===== src/rtl/ptune_pkg.sv =====
package ptune_pkg;
  typedef enum logic [1:0] {
    ST_IDLE = 2'd0,
    ST_STEP = 2'd1,
    ST_WAIT = 2'd2,
    ST_PICK = 2'd3
  } ptune_state_e;

  localparam int TIER_COUNT = 3;
endpackage


===== src/rtl/ptune_tier_scan.sv =====
// Scans every circular rotation of the pass mask for one window pattern
// and reports the lowest rotation at which all pattern bits pass.
module ptune_tier_scan #(
  parameter int PHASE_W = 3,
  parameter int N_PHASE = 1 << PHASE_W,
  parameter logic [N_PHASE-1:0] PATTERN = '1
) (
  input  logic [N_PHASE-1:0] mask_i,
  output logic               hit_o,
  output logic [PHASE_W-1:0] idx_o
);
  logic [2*N_PHASE-1:0] doubled;
  logic [N_PHASE-1:0]   rot_hit;

  assign doubled = {mask_i, mask_i};

  genvar r;
  generate
    for (r = 0; r < N_PHASE; r++) begin : g_rot
      // rotate right by r: bit j of rotated word is mask[(j+r) mod N]
      assign rot_hit[r] = ((doubled[r +: N_PHASE] & PATTERN) == PATTERN);
    end
  endgenerate

  always_comb begin
    hit_o = 1'b0;
    idx_o = '0;
    for (int k = N_PHASE - 1; k >= 0; k--) begin
      if (rot_hit[k]) begin
        hit_o = 1'b1;
        idx_o = PHASE_W'(k);
      end
    end
  end
endmodule


===== src/rtl/ptune_window_search.sv =====
// Three-tier prioritised window search: wide window, narrow window,
// then any single passing phase.
module ptune_window_search #(
  parameter int PHASE_W = 3
) (
  input  logic [(1<<PHASE_W)-1:0] mask_i,
  output logic                    hit_o,
  output logic [PHASE_W-1:0]      idx_o
);
  import ptune_pkg::*;

  localparam int N_PHASE = 1 << PHASE_W;

  function automatic logic [N_PHASE-1:0] tier_pattern(input int tier);
    logic [N_PHASE-1:0] p;
    p = '0;
    p[0] = 1'b1;
    if (tier <= 1) begin
      p[1]         = 1'b1;
      p[N_PHASE-1] = 1'b1;
    end
    if (tier == 0) begin
      p[2]         = 1'b1;
      p[N_PHASE-2] = 1'b1;
    end
    return p;
  endfunction

  logic               tier_hit [TIER_COUNT];
  logic [PHASE_W-1:0] tier_idx [TIER_COUNT];

  genvar t;
  generate
    for (t = 0; t < TIER_COUNT; t++) begin : g_tier
      ptune_tier_scan #(
        .PHASE_W (PHASE_W),
        .N_PHASE (N_PHASE),
        .PATTERN (tier_pattern(t))
      ) u_scan (
        .mask_i (mask_i),
        .hit_o  (tier_hit[t]),
        .idx_o  (tier_idx[t])
      );
    end
  endgenerate

  always_comb begin
    hit_o = 1'b0;
    idx_o = '0;
    for (int k = TIER_COUNT - 1; k >= 0; k--) begin
      if (tier_hit[k]) begin
        hit_o = 1'b1;
        idx_o = tier_idx[k];
      end
    end
  end
endmodule


===== src/rtl/ptune_sweep_ctrl.sv =====
// Sweep sequencer: advances the phase, runs the req/ack trial,
// gathers the pass mask and applies the search result.
module ptune_sweep_ctrl #(
  parameter int PHASE_W     = 3,
  parameter int RESET_PHASE = 0
) (
  input  logic                    clk,
  input  logic                    rst,
  input  logic                    start_i,
  input  logic                    ack_i,
  input  logic                    pass_i,
  input  logic                    pick_hit_i,
  input  logic [PHASE_W-1:0]      pick_idx_i,
  output logic [(1<<PHASE_W)-1:0] mask_o,
  output logic [PHASE_W-1:0]      phase_o,
  output logic [PHASE_W-1:0]      tuned_o,
  output logic                    req_o,
  output logic                    busy_o,
  output logic                    done_o,
  output logic                    err_o
);
  import ptune_pkg::*;

  ptune_state_e       state;
  logic [PHASE_W-1:0] origin;

  always_ff @(posedge clk) begin
    if (rst) begin
      state   <= ST_IDLE;
      origin  <= PHASE_W'(RESET_PHASE);
      phase_o <= PHASE_W'(RESET_PHASE);
      tuned_o <= PHASE_W'(RESET_PHASE);
      mask_o  <= '0;
      req_o   <= 1'b0;
      busy_o  <= 1'b0;
      done_o  <= 1'b0;
      err_o   <= 1'b0;
    end else begin
      done_o <= 1'b0;
      case (state)
        ST_IDLE: begin
          if (start_i) begin
            origin <= phase_o;
            mask_o <= '0;
            busy_o <= 1'b1;
            err_o  <= 1'b0;
            state  <= ST_STEP;
          end
        end
        ST_STEP: begin
          phase_o <= phase_o + 1'b1;
          req_o   <= 1'b1;
          state   <= ST_WAIT;
        end
        ST_WAIT: begin
          if (ack_i) begin
            req_o <= 1'b0;
            if (pass_i) mask_o[phase_o] <= 1'b1;
            state <= (phase_o == origin) ? ST_PICK : ST_STEP;
          end
        end
        ST_PICK: begin
          busy_o <= 1'b0;
          done_o <= 1'b1;
          if (pick_hit_i) begin
            phase_o <= pick_idx_i;
            tuned_o <= pick_idx_i;
          end else begin
            err_o <= 1'b1;
          end
          state <= ST_IDLE;
        end
        default: state <= ST_IDLE;
      endcase
    end
  end
endmodule


===== src/rtl/ptune_engine.sv =====
module ptune_engine #(
  parameter int PHASE_W     = 3,
  parameter int RESET_PHASE = 0
) (
  input  logic               clk,
  input  logic               rst,
  input  logic               start_i,
  input  logic               trial_ack_i,
  input  logic               trial_pass_i,
  output logic               trial_req_o,
  output logic [PHASE_W-1:0] sample_phase_o,
  output logic [PHASE_W-1:0] tuned_phase_o,
  output logic               busy_o,
  output logic               done_o,
  output logic               error_o
);
  localparam int N_PHASE = 1 << PHASE_W;

  logic [N_PHASE-1:0] pass_mask;
  logic               pick_hit;
  logic [PHASE_W-1:0] pick_idx;

  ptune_window_search #(.PHASE_W(PHASE_W)) u_search (
    .mask_i (pass_mask),
    .hit_o  (pick_hit),
    .idx_o  (pick_idx)
  );

  ptune_sweep_ctrl #(
    .PHASE_W     (PHASE_W),
    .RESET_PHASE (RESET_PHASE)
  ) u_ctrl (
    .clk        (clk),
    .rst        (rst),
    .start_i    (start_i),
    .ack_i      (trial_ack_i),
    .pass_i     (trial_pass_i),
    .pick_hit_i (pick_hit),
    .pick_idx_i (pick_idx),
    .mask_o     (pass_mask),
    .phase_o    (sample_phase_o),
    .tuned_o    (tuned_phase_o),
    .req_o      (trial_req_o),
    .busy_o     (busy_o),
    .done_o     (done_o),
    .err_o      (error_o)
  );
endmodule


===== config.mk =====
export PLATFORM = sky130hd
export DESIGN_NAME = ptune_engine
export DESIGN_NICKNAME = d
export VERILOG_FILES = /design/src/rtl/ptune_pkg.sv /design/src/rtl/ptune_tier_scan.sv /design/src/rtl/ptune_window_search.sv /design/src/rtl/ptune_sweep_ctrl.sv /design/src/rtl/ptune_engine.sv
export SDC_FILE = /design/constraint.sdc
export NUM_CORES = 1
export LEC_CHECK = 0
export BUFFER_PORTS_ARGS = -buffer_cell sky130_fd_sc_hd__buf_2
export CELL_PAD_IN_SITES_DETAIL_PLACEMENT = 1
export CELL_PAD_IN_SITES_GLOBAL_PLACEMENT = 1
export CORE_MARGIN = 10
export CORE_UTILIZATION = 47
export DETAILED_ROUTE_END_ITERATION = 12
export HOLD_SLACK_MARGIN = 0.08
export PLACE_DENSITY = 0.93
export SLEW_MARGIN = 20
export SYNTH_ARGS = -nofsm -noshare
export SYNTH_HDL_FRONTEND = slang
export SYNTH_HIERARCHICAL = 1
export SYNTH_SLANG_ARGS = --single-unit

===== constraint.sdc =====
create_clock -name clk -period 4.95 [get_ports clk]
set_input_delay 0.2475 -clock clk [delete_from_list [all_inputs] [get_ports clk]]
set_output_delay 0.2475 -clock clk [all_outputs]
set_load 0.01 [all_outputs]

# Word level (Yosys, flattened, before mapping)
# Index checks and enable logic that the tools add are counted.
totals:
  out_inout_bits: 10
  wordCells: 126
  input_bits: 5
  register_bits: 23
op_classes:
  n_bitwise: 1
  eq_ne: 25
  n_addsub: 1
  n_mux: 74
  order_cmp: 2
  n_reduce_logical: 14
ops:
  columns: ["operator", "n"]
  rows:
  - ["3-bit two-way mux", 28]
  - ["5-bit == test (second input constant)", 8]
  - ["1-bit two-way mux", 33]
  - ["3-bit == test (second input constant)", 8]
  - ["8-bit two-way mux", 3]
  - ["8-bit case mux with 2 select lines", 1]
  - ["2-bit AND reduction", 6]
  - ["2-bit inequality test (second input constant)", 5]
  - ["8-bit OR", 1]
  - ["2-bit case mux with 4 select lines", 1]
  - ["2-bit nonzero test", 4]
  - ["2-bit two-way mux", 3]
  - ["1-bit case mux with 2 select lines", 3]
  - ["3-bit case mux with 2 select lines", 1]
  - ["2-bit == test (second input constant)", 2]
  - ["3-bit by 4-bit < comparator with 1-bit output (second input constant)", 1]
  - ["4-bit AND reduction", 1]
  - ["3-bit by 1-bit adder with 3-bit output (second input constant)", 1]
  - ["1-bit demux with 3-bit select", 1]
  - ["3-bit == test", 1]
  - ["3-bit by 1-bit >= comparator with 1-bit output (second input constant)", 1]
  - ["3-bit AND reduction", 1]
  - ["2-bit by 1-bit == test with 1-bit output (second input constant)", 1]
  - ["2-bit logical NOT", 1]
  - ["1-bit logical AND", 1]

# Logic depth before layout (Yosys ltp)
# Gate-level depths: netlist of the first run.
depth:
  word_depth: 13
  depth_mapped: 9
  depth_no_buf: 8

# Hierarchy
# Netlist of the first run, hierarchy kept.
modules_own_cells:
  columns: ["module", "instances", "seq_area_each_um2", "cells_each", "area_each_um2"]
  rows:
  - ["ptune_sweep_ctrl", 1, 460.4, 104, 998.5]
  - ["ptune_tier_scan at u_search.g_tier[0].u_scan", 1, 0.0, 27, 172.7]
  - ["ptune_tier_scan at u_search.g_tier[1].u_scan", 1, 0.0, 23, 146.4]
  - ["ptune_tier_scan at u_search.g_tier[2].u_scan", 1, 0.0, 13, 80.1]
  - ["ptune_window_search", 1, 0.0, 13, 77.6]

# Worst setup path before layout of the first run
# OpenSTA, ideal clock, no wires.
synth_path:
  path_type: "reg-to-reg"
  startpoint: "reg u_ctrl.mask_o[1]"
  endpoint: "reg u_ctrl.phase_o[2]"
  setup_ns: 0.115
  path_buffers: 0
  synth_period_minus_slack_ns: 2.118
  path_stages_with_launch: 8
  required_time_ns: 4.835
  path_slack_ns: 2.832
  arrival_ns: 2.004
  path_cell_list: "dfxtp_1 or2_1 o2bb2ai_1 or2_1 or3_1 nand3b_1 o21ai_0 a2111oi_0"
synth_rtl:
  columns: ["element", "line_no", "rtl"]
  rows:
  - ["start, declared", "ptune_sweep_ctrl.sv:14", "output logic [(1<<PHASE_W)-1:0] mask_o,"]
  - ["start signal, assigned", "ptune_sweep_ctrl.sv:33", "mask_o <= '0;"]
  - ["start signal, assigned", "ptune_sweep_ctrl.sv:44", "mask_o <= '0;"]
  - ["start signal, assigned by index", "ptune_sweep_ctrl.sv:58", "if (pass_i) mask_o[phase_o] <= 1'b1;"]
  - ["end signal, assigned", "ptune_sweep_ctrl.sv:31", "phase_o <= PHASE_W'(RESET_PHASE);"]
  - ["end signal, assigned", "ptune_sweep_ctrl.sv:51", "phase_o <= phase_o + 1'b1;"]
  - ["end signal, assigned", "ptune_sweep_ctrl.sv:66", "phase_o <= pick_idx_i;"]
  - ["end, declared", "ptune_sweep_ctrl.sv:15", "output logic [PHASE_W-1:0] phase_o,"]

==> flow_summary.ini, run 1 <==
[status]
status = finished clean

[clocking]
numCtsBuffers = 3
hold_buffers = 0
clock_latency_ns = 0.32
htreeDepth = 1
postCtsSetupBuffers = 0
cts_buffer_depth = 2
cts_resized = 0
cts_sinks = 23
cts_tree = built
clock-root-buffer = clkbuf_4
path_clk_slew_ns = 0.12

[yosys]
async_reset_ff_share_pct = 0
synth_seq_cells = 23
synth_area_um2 = 1475
synth.net_count = 186
synth_flop_cell = dfxtp_1
netlist-cell-type-count = 47
synth_area_leaders = dfxtp_1, a21oi_1, nor2_1, mux2i_1, nand2_1
synth_top_area_share_pct = 31.21
synth-edff-count = 0
syn_avg_cell_area_um2 = 8.195
synth_warnings = 6
synth_top_cell_by_area = dfxtp_1
ys_seq_area_share_pct = 31.21
syn_inst = 180

[min_path]
hold_depth = 3
min_to = u_ctrl/state[0]$_SDFFE_PP0P_
min_path_type = input pin to flip-flop
hp-start = start_i

[floorplanning]
initial_core_util_pct = 48.72
die_w_um = 76.03
io_pins = 15
placementRows = 20
die_h_um = 76.03
core_um2 = 3028
dieArea_um2 = 5780

[timing]
max_freq_mhz = 407.6
skew_ns = 0.005869
fin_crit_ns = 2.453
setup_tns_ns = 0
setup_viol = 0
period_share_pct = 49.56
slew_violations = 0
setup_slack_ns = 2.497
rsz0062_at_grt = false
hold_viol = 0
relSlewSlack_pct = 57.24
tightest_slew_ns = 0.6405

[run]
maxCapViolCount = 0

[place]
gp_congestion = 0.8125
hpwl_um = 2899
port_buffers = 14
pre_cts_ws_ns = 2.534

[pwr]
p_per_area_nw_per_um2 = 229.7
p_sw_mw = 0.1094
swShare_pct = 30.38
combPwrFrac_pct = 15.4
intPower_mw = 0.2507
seqPwrFrac_pct = 60.3
p_leak_nw = 0.5825
p_clk_share_pct = 24.3
peakVddDrop_mv = 0.1613

[drt]
dr.pass1.iters = 4
wire_per_inst_um = 17.39
drt_iter0_drc = 92
highest_layer = met4
wl_met1_um = 1787
wl_met2_um = 2091
antenna_left = 0
via_per_inst = 6.034
vias = 1400
drc = 0
dr_wl_met3_um = 63
wirelength_um = 4034

[layout]
antennaDiodeCount = 0
fillCellCount = 385
drive_above_1_share_pct = 12.23
final_common_cell = dfxtp_1
area_growth_pct = 6.276
fin_nets = 195
final_cell_mix = dfxtp_1, nor2_1, nand2_1, buf_2, a21oi_1

[critical_path]
rr_startpoint = u_ctrl/mask_o[0]$_SDFFE_PP0P_
worstSetupPathType = flip-flop to flip-flop
crit_path_end_kind = flip-flop
start_kind = flip-flop
ff2ff_setup_slack_ns = 2.50
cp.arrival_ns = 2.66
critPathMaxFanout = 18
cp.required_ns = 5.16
reg2reg_depth = 7
r2r_end = u_ctrl/phase_o[2]$_SDFFE_PP0P_

[grt]
grt_pass1_vias = 1445
grt_max_degree = 22
grt_pass1_wl_um = 6948
grt.overflow.total = 0
antenna_found_initial = 0
grt_usage_pct = 14.07
==> worst max path at each step <==
stage / startpoint / end / slack [ns] / depth (start not counted)
final: u_ctrl/mask_o[0]$_SDFFE_PP0P_ / u_ctrl/phase_o[2]$_SDFFE_PP0P_ / 2.50 / 7
after global routing: u_ctrl/mask_o[2]$_SDFFE_PP0P_ / u_ctrl/phase_o[2]$_SDFFE_PP0P_ / 2.16 / 8
after CTS: u_ctrl/mask_o[0]$_SDFFE_PP0P_ / u_ctrl/phase_o[2]$_SDFFE_PP0P_ / 2.52 / 7
after detailed placement: u_ctrl/mask_o[0]$_SDFFE_PP0P_ / u_ctrl/phase_o[2]$_SDFFE_PP0P_ / 2.53 / 7
after global placement: u_ctrl/mask_o[0]$_SDFFE_PP0P_ / u_ctrl/phase_o[2]$_SDFFE_PP0P_ / 2.68 / 7
after floorplan: u_ctrl/mask_o[1]$_SDFFE_PP0P_ / u_ctrl/phase_o[2]$_SDFFE_PP0P_ / 2.83 / 7
==> power groups by stage <==
| stage | clock network, mW | registers, mW | logic [mW] |
|---|---|---|---|
| finish | 0.0875 | 0.217 | 0.0554 |
| global route | 0.100 | 0.221 | 0.0617 |
| CTS | 0.0905 | 0.217 | 0.0551 |
| detailed placement | 0 | 0.221 | 0.0546 |
| global placement | 0 | 0.220 | 0.0506 |
| floorplan | 0 | 0.206 | 0.0560 |
==> Yosys cell counts (2+ instances only) <==
master,instances
nor2_1,17
a21oi_1,13
nor3b_1,3
a32o_1,4
dfxtp_1,23
mux2i_1,6
a32oi_1,2
a22o_1,6
a31oi_1,2
nand3_1,6
nand4_1,4
xnor2_1,3
nor3_1,4
o21a_1,2
nor2b_1,8
or2_1,2
inv_1,6
o21ai_0,7
o21bai_1,2
nand4b_1,3
nand3b_1,6
nand2_1,15
buf_2,5
clkbuf_2,3
o211ai_1,4
a211oi_1,3
==> cell families (layout without fill, tap and decap cells) <==
| kind of cell | count (synthesis) | in the layout | synth area share, % |
|---|---|---|---|
| flip-flops | 23 | 23 | 31.21 |
| AO/OA/AOI/OAI | 53 | 53 | 26.21 |
| adder cells (fa/ha/maj) | 1 | 1 | 0.8480 |
| AND/OR/NAND/NOR | 78 | 78 | 30.37 |
| multiplexers | 6 | 6 | 4.071 |
| buffers and inverters | 16 | 24 | 5.513 |
| XOR/XNOR | 3 | 3 | 1.781 |
==> sequential cells by signal, indices dropped and copies added (netlist names) <==
| signal | cells |
|---|---|
| u_ctrl/mask_o | 8 |
| u_ctrl/origin | 3 |
| u_ctrl/phase_o | 3 |
| u_ctrl/tuned_o | 3 |
| u_ctrl/state | 2 |
| u_ctrl/busy_o | 1 |
| u_ctrl/done_o | 1 |
| u_ctrl/err_o | 1 |
| u_ctrl/req_o | 1 |
==> through the flow <==
stage,power [mW],cell area (um2),hold slack [ns],util (%),cells
after floorplan,0.2624,1475,0.4396,-,180
after global placement,0.2702,1541,0.4419,50.91,228
after detailed placement,0.2756,1541,0.4501,50.91,228
after CTS,0.3627,1568,0.2381,51.78,232
after global routing,0.3823,1568,0.2385,51.78,232
final,0.3601,1568,0.2496,51.78,232
==> metal layers <==
metal,track usage [%],vias up
li1,-,696
met1,15.66,678
met2,25.60,17
met3,2.241,9
met4,5.871,0
met5,0,-
==> cell type report <==
cell class	instances	area, um2	area share [%]
Clock buffer	4	26.28	1.676
Timing Repair Buffer	14	70.07	4.469
Inverter	6	22.52	1.437
Multi-Input combinational cell	141	933.4	59.54
Sequential cell	23	460.4	29.37
Tap cell	44	55.05	3.512
==> critical path, stage by stage (launching register included) <==
cell	delay, ns
dfxtp_1	0.51
and4_1	0.34
o2bb2ai_1	0.14
or2_1	0.30
or3_1	0.47
nand3b_1	0.12
o21ai_0	0.09
a2111oi_0	0.39
Power figures use the tool's default switching activity.
==> inputs of run 2 (changes only) <==
Settings changed: ABC_AREA set to 1, CORE_UTILIZATION 47 to 36, PLACE_DENSITY 0.93 to 0.84.
Clock period 4.95 ns to 2 ns, I/O delays scaled along.
==> flow_summary.ini, run 2 <==
[floorplanning]
dieArea_um2 = 7268
placementRows = 23
die_w_um = 85.25
io_pins = 15
initial_core_util_pct = 37.77
die_h_um = 85.25
core_um2 = 4058

[pwr]
totalPowerFinal_mw = 1.034
p_leak_nw = 0.8677
p_clk_share_pct = 28.9
combPwrFrac_pct = 20.2
p_per_area_nw_per_um2 = 593.9
swShare_pct = 32.44
intPower_mw = 0.6988
p_sw_mw = 0.3356
peakVddDrop_mv = 0.5796
seqPwrFrac_pct = 50.9

[yosys]
synth-edff-count = 0
synth_top_cell_by_area = dfxtp_1
syn_avg_cell_area_um2 = 5.850
synth_top_area_share_pct = 30.04
synth_area_um2 = 1533
synth_seq_cells = 23
synth.net_count = 268
synth_area_leaders = dfxtp_1, nand2_1, nor2_1, inv_1, nand3_1
ys_seq_area_share_pct = 30.04
async_reset_ff_share_pct = 0
netlist-cell-type-count = 24
synth_common_cells = nand2_1, nor2_1, inv_1, dfxtp_1, nand3_1
yosysMostFrequentCell = nand2_1
synth_warnings = 6
syn_inst = 262
synth_flop_cell = dfxtp_1

[critical_path]
crit_chain = nand2_1, nor3_2, or2_1, nor2_1, nand2_1, inv_2, nand2_1, inv_1, nor2_2, nor2_1, nor2_1, nor2_1
crit_path_end_kind = flip-flop
r2r_end = u_ctrl/phase_o[0]$_SDFFE_PP0P_
cp.arrival_ns = 2.02
cp.required_ns = 2.16
crit_slowest_cell = dfxtp_2
slowest_delay_ns = 0.41
critPathMaxFanout = 7
worstSetupPathType = flip-flop to flip-flop
ff2ff_setup_slack_ns = 0.14
start_kind = flip-flop
reg2reg_depth = 12
critPathMostFrequentCell = nor2_1
rr_startpoint = u_ctrl/mask_o[6]$_SDFFE_PP0P_

[layout]
post-route-cell-area_um2 = 1742
drive_above_1_share_pct = 19.06
antennaDiodeCount = 0
area_growth_pct = 13.63
fin_nets = 285
fillCellCount = 571
largest_register = u_ctrl/mask_o
largest_reg_flops = 8
final_common_cell = nand2_1
final_cell_mix = nand2_1, nor2_1, inv_1, nand3_1, a21oi_1
multiInputGateArea_um2 = 899.6
final-seq-area_um2 = 480.5

[timing]
period_share_pct = 92.85
hold_viol = 0
tightest_slew_ns = 0.4272
max_freq_mhz = 538.5
setup_tns_ns = 0
setup_viol = 0
relSlewSlack_pct = 71.48
skew_ns = 0.007538
fin_crit_ns = 1.857
slew_violations = 0

[grt]
antenna_found_initial = 0
grt_usage_pct = 11.73
grt_max_degree = 13
grt_pass1_wl_um = 7355
grt_pass1_vias = 1686
grt.overflow.total = 0

[clocking]
path_clk_slew_ns = 0.09
clock-root-buffer = clkbuf_8
hold_buffers = 0
numCtsBuffers = 3
htreeDepth = 1
cts_buffer_depth = 2
clock_latency_ns = 0.27
cts_sinks = 23
cts_tree = built

[drt]
vias = 1637
wire_per_inst_um = 12.76
drt_iter0_drc = 58
drc = 0
antenna_left = 0
wirelength_um = 4186
via_per_inst = 4.991
dr.pass1.iters = 4

[run]
maxCapViolCount = 0

[min_path]
hold_depth = 2
min_to = u_ctrl/state[1]$_SDFFE_PP0P_
min_path_type = input pin to flip-flop
hp-start = rst

[status]
status = finished clean

[place]
place_area_um2 = 1644
port_buffers = 14
hpwl_um = 3235
gp_congestion = 0.8038
==> run 2: layout make-up <==
type                    instances  share of cell area [%]
well taps                      50                   3.592
inverters                      43                   9.267
flip-flops and latches         23                   27.59
repair buffers                 17                   5.316
clock buffers                   4                   2.586
multi-input cells             191                   51.65
==> run 2: worst max-delay path, delay by kind of cell, from the launching register on <==
kind / cells / cell delay, ns
buffers and inverters: 2 / 0.15
flip-flops: 1 / 0.41
AND/OR/NAND/NOR: 10 / 1.18
==> run 2: worst max path at each step <==
stage / from / endpoint / slack [ns] / cells past startpoint
after floorplan: u_ctrl/mask_o[0]$_SDFFE_PP0P_ / u_ctrl/phase_o[1]$_SDFFE_PP0P_ / 0.29 / 12
after global placement: u_ctrl/mask_o[4]$_SDFFE_PP0P_ / u_ctrl/phase_o[0]$_SDFFE_PP0P_ / 0.11 / 12
after CTS: u_ctrl/mask_o[7]$_SDFFE_PP0P_ / u_ctrl/phase_o[0]$_SDFFE_PP0P_ / 0.02 / 12
final: u_ctrl/mask_o[6]$_SDFFE_PP0P_ / u_ctrl/phase_o[0]$_SDFFE_PP0P_ / 0.14 / 12
after detailed placement: u_ctrl/mask_o[7]$_SDFFE_PP0P_ / u_ctrl/phase_o[0]$_SDFFE_PP0P_ / 0.03 / 12
after global routing: u_ctrl/mask_o[6]$_SDFFE_PP0P_ / u_ctrl/phase_o[0]$_SDFFE_PP0P_ / -0.05 / 12
==> run 2: cell families (layout without fill, tap and decap cells) <==
kind of cell	Yosys count	after routing	synth area share (%)
simple gates	159	159	45.55
fa+ha+maj	1	1	0.8162
buf+inv	48	64	12.90
compound gates	31	31	10.69
flops	23	23	30.04
==> run 2: metal layers <==
layer	track usage, %	wire length, um	up-vias
met4	4.641	82	0
met1	13.37	1904	761
li1	-	-	844
met5	0	0	-
met3	2.294	142	8
met2	20.78	2055	24
==> run 2: what timing repair did <==
action                                  in CTS  in global routing
buffers inserted                             0                  1
endpoints found under the setup margin       0                  6
resized for setup                            0                 19
hold endpoints to repair                     0                  0
==> run 2: metrics by stage <==
stage                     setup WS (ns)  utilization (%)  instances  hold slack [ns]
after floorplan                  0.2941                -        262           0.3076
after global placement           0.1066            40.52        323           0.3788
after detailed placement        0.02962            40.52        323           0.3863
after CTS                       0.01803            41.63        327          0.09735
after global routing           -0.05484            42.92        328           0.1185
final                            0.1431            42.92        328          0.09499
==> run 2: power by group through the flow <==
stage	Combinational (mW)	Sequential, mW	Clock, mW
floorplan	0.163	0.529	0
global placement	0.203	0.538	0
detailed placement	0.209	0.540	0
CTS	0.210	0.530	0.305
global route	0.246	0.533	0.324
finish	0.209	0.526	0.299
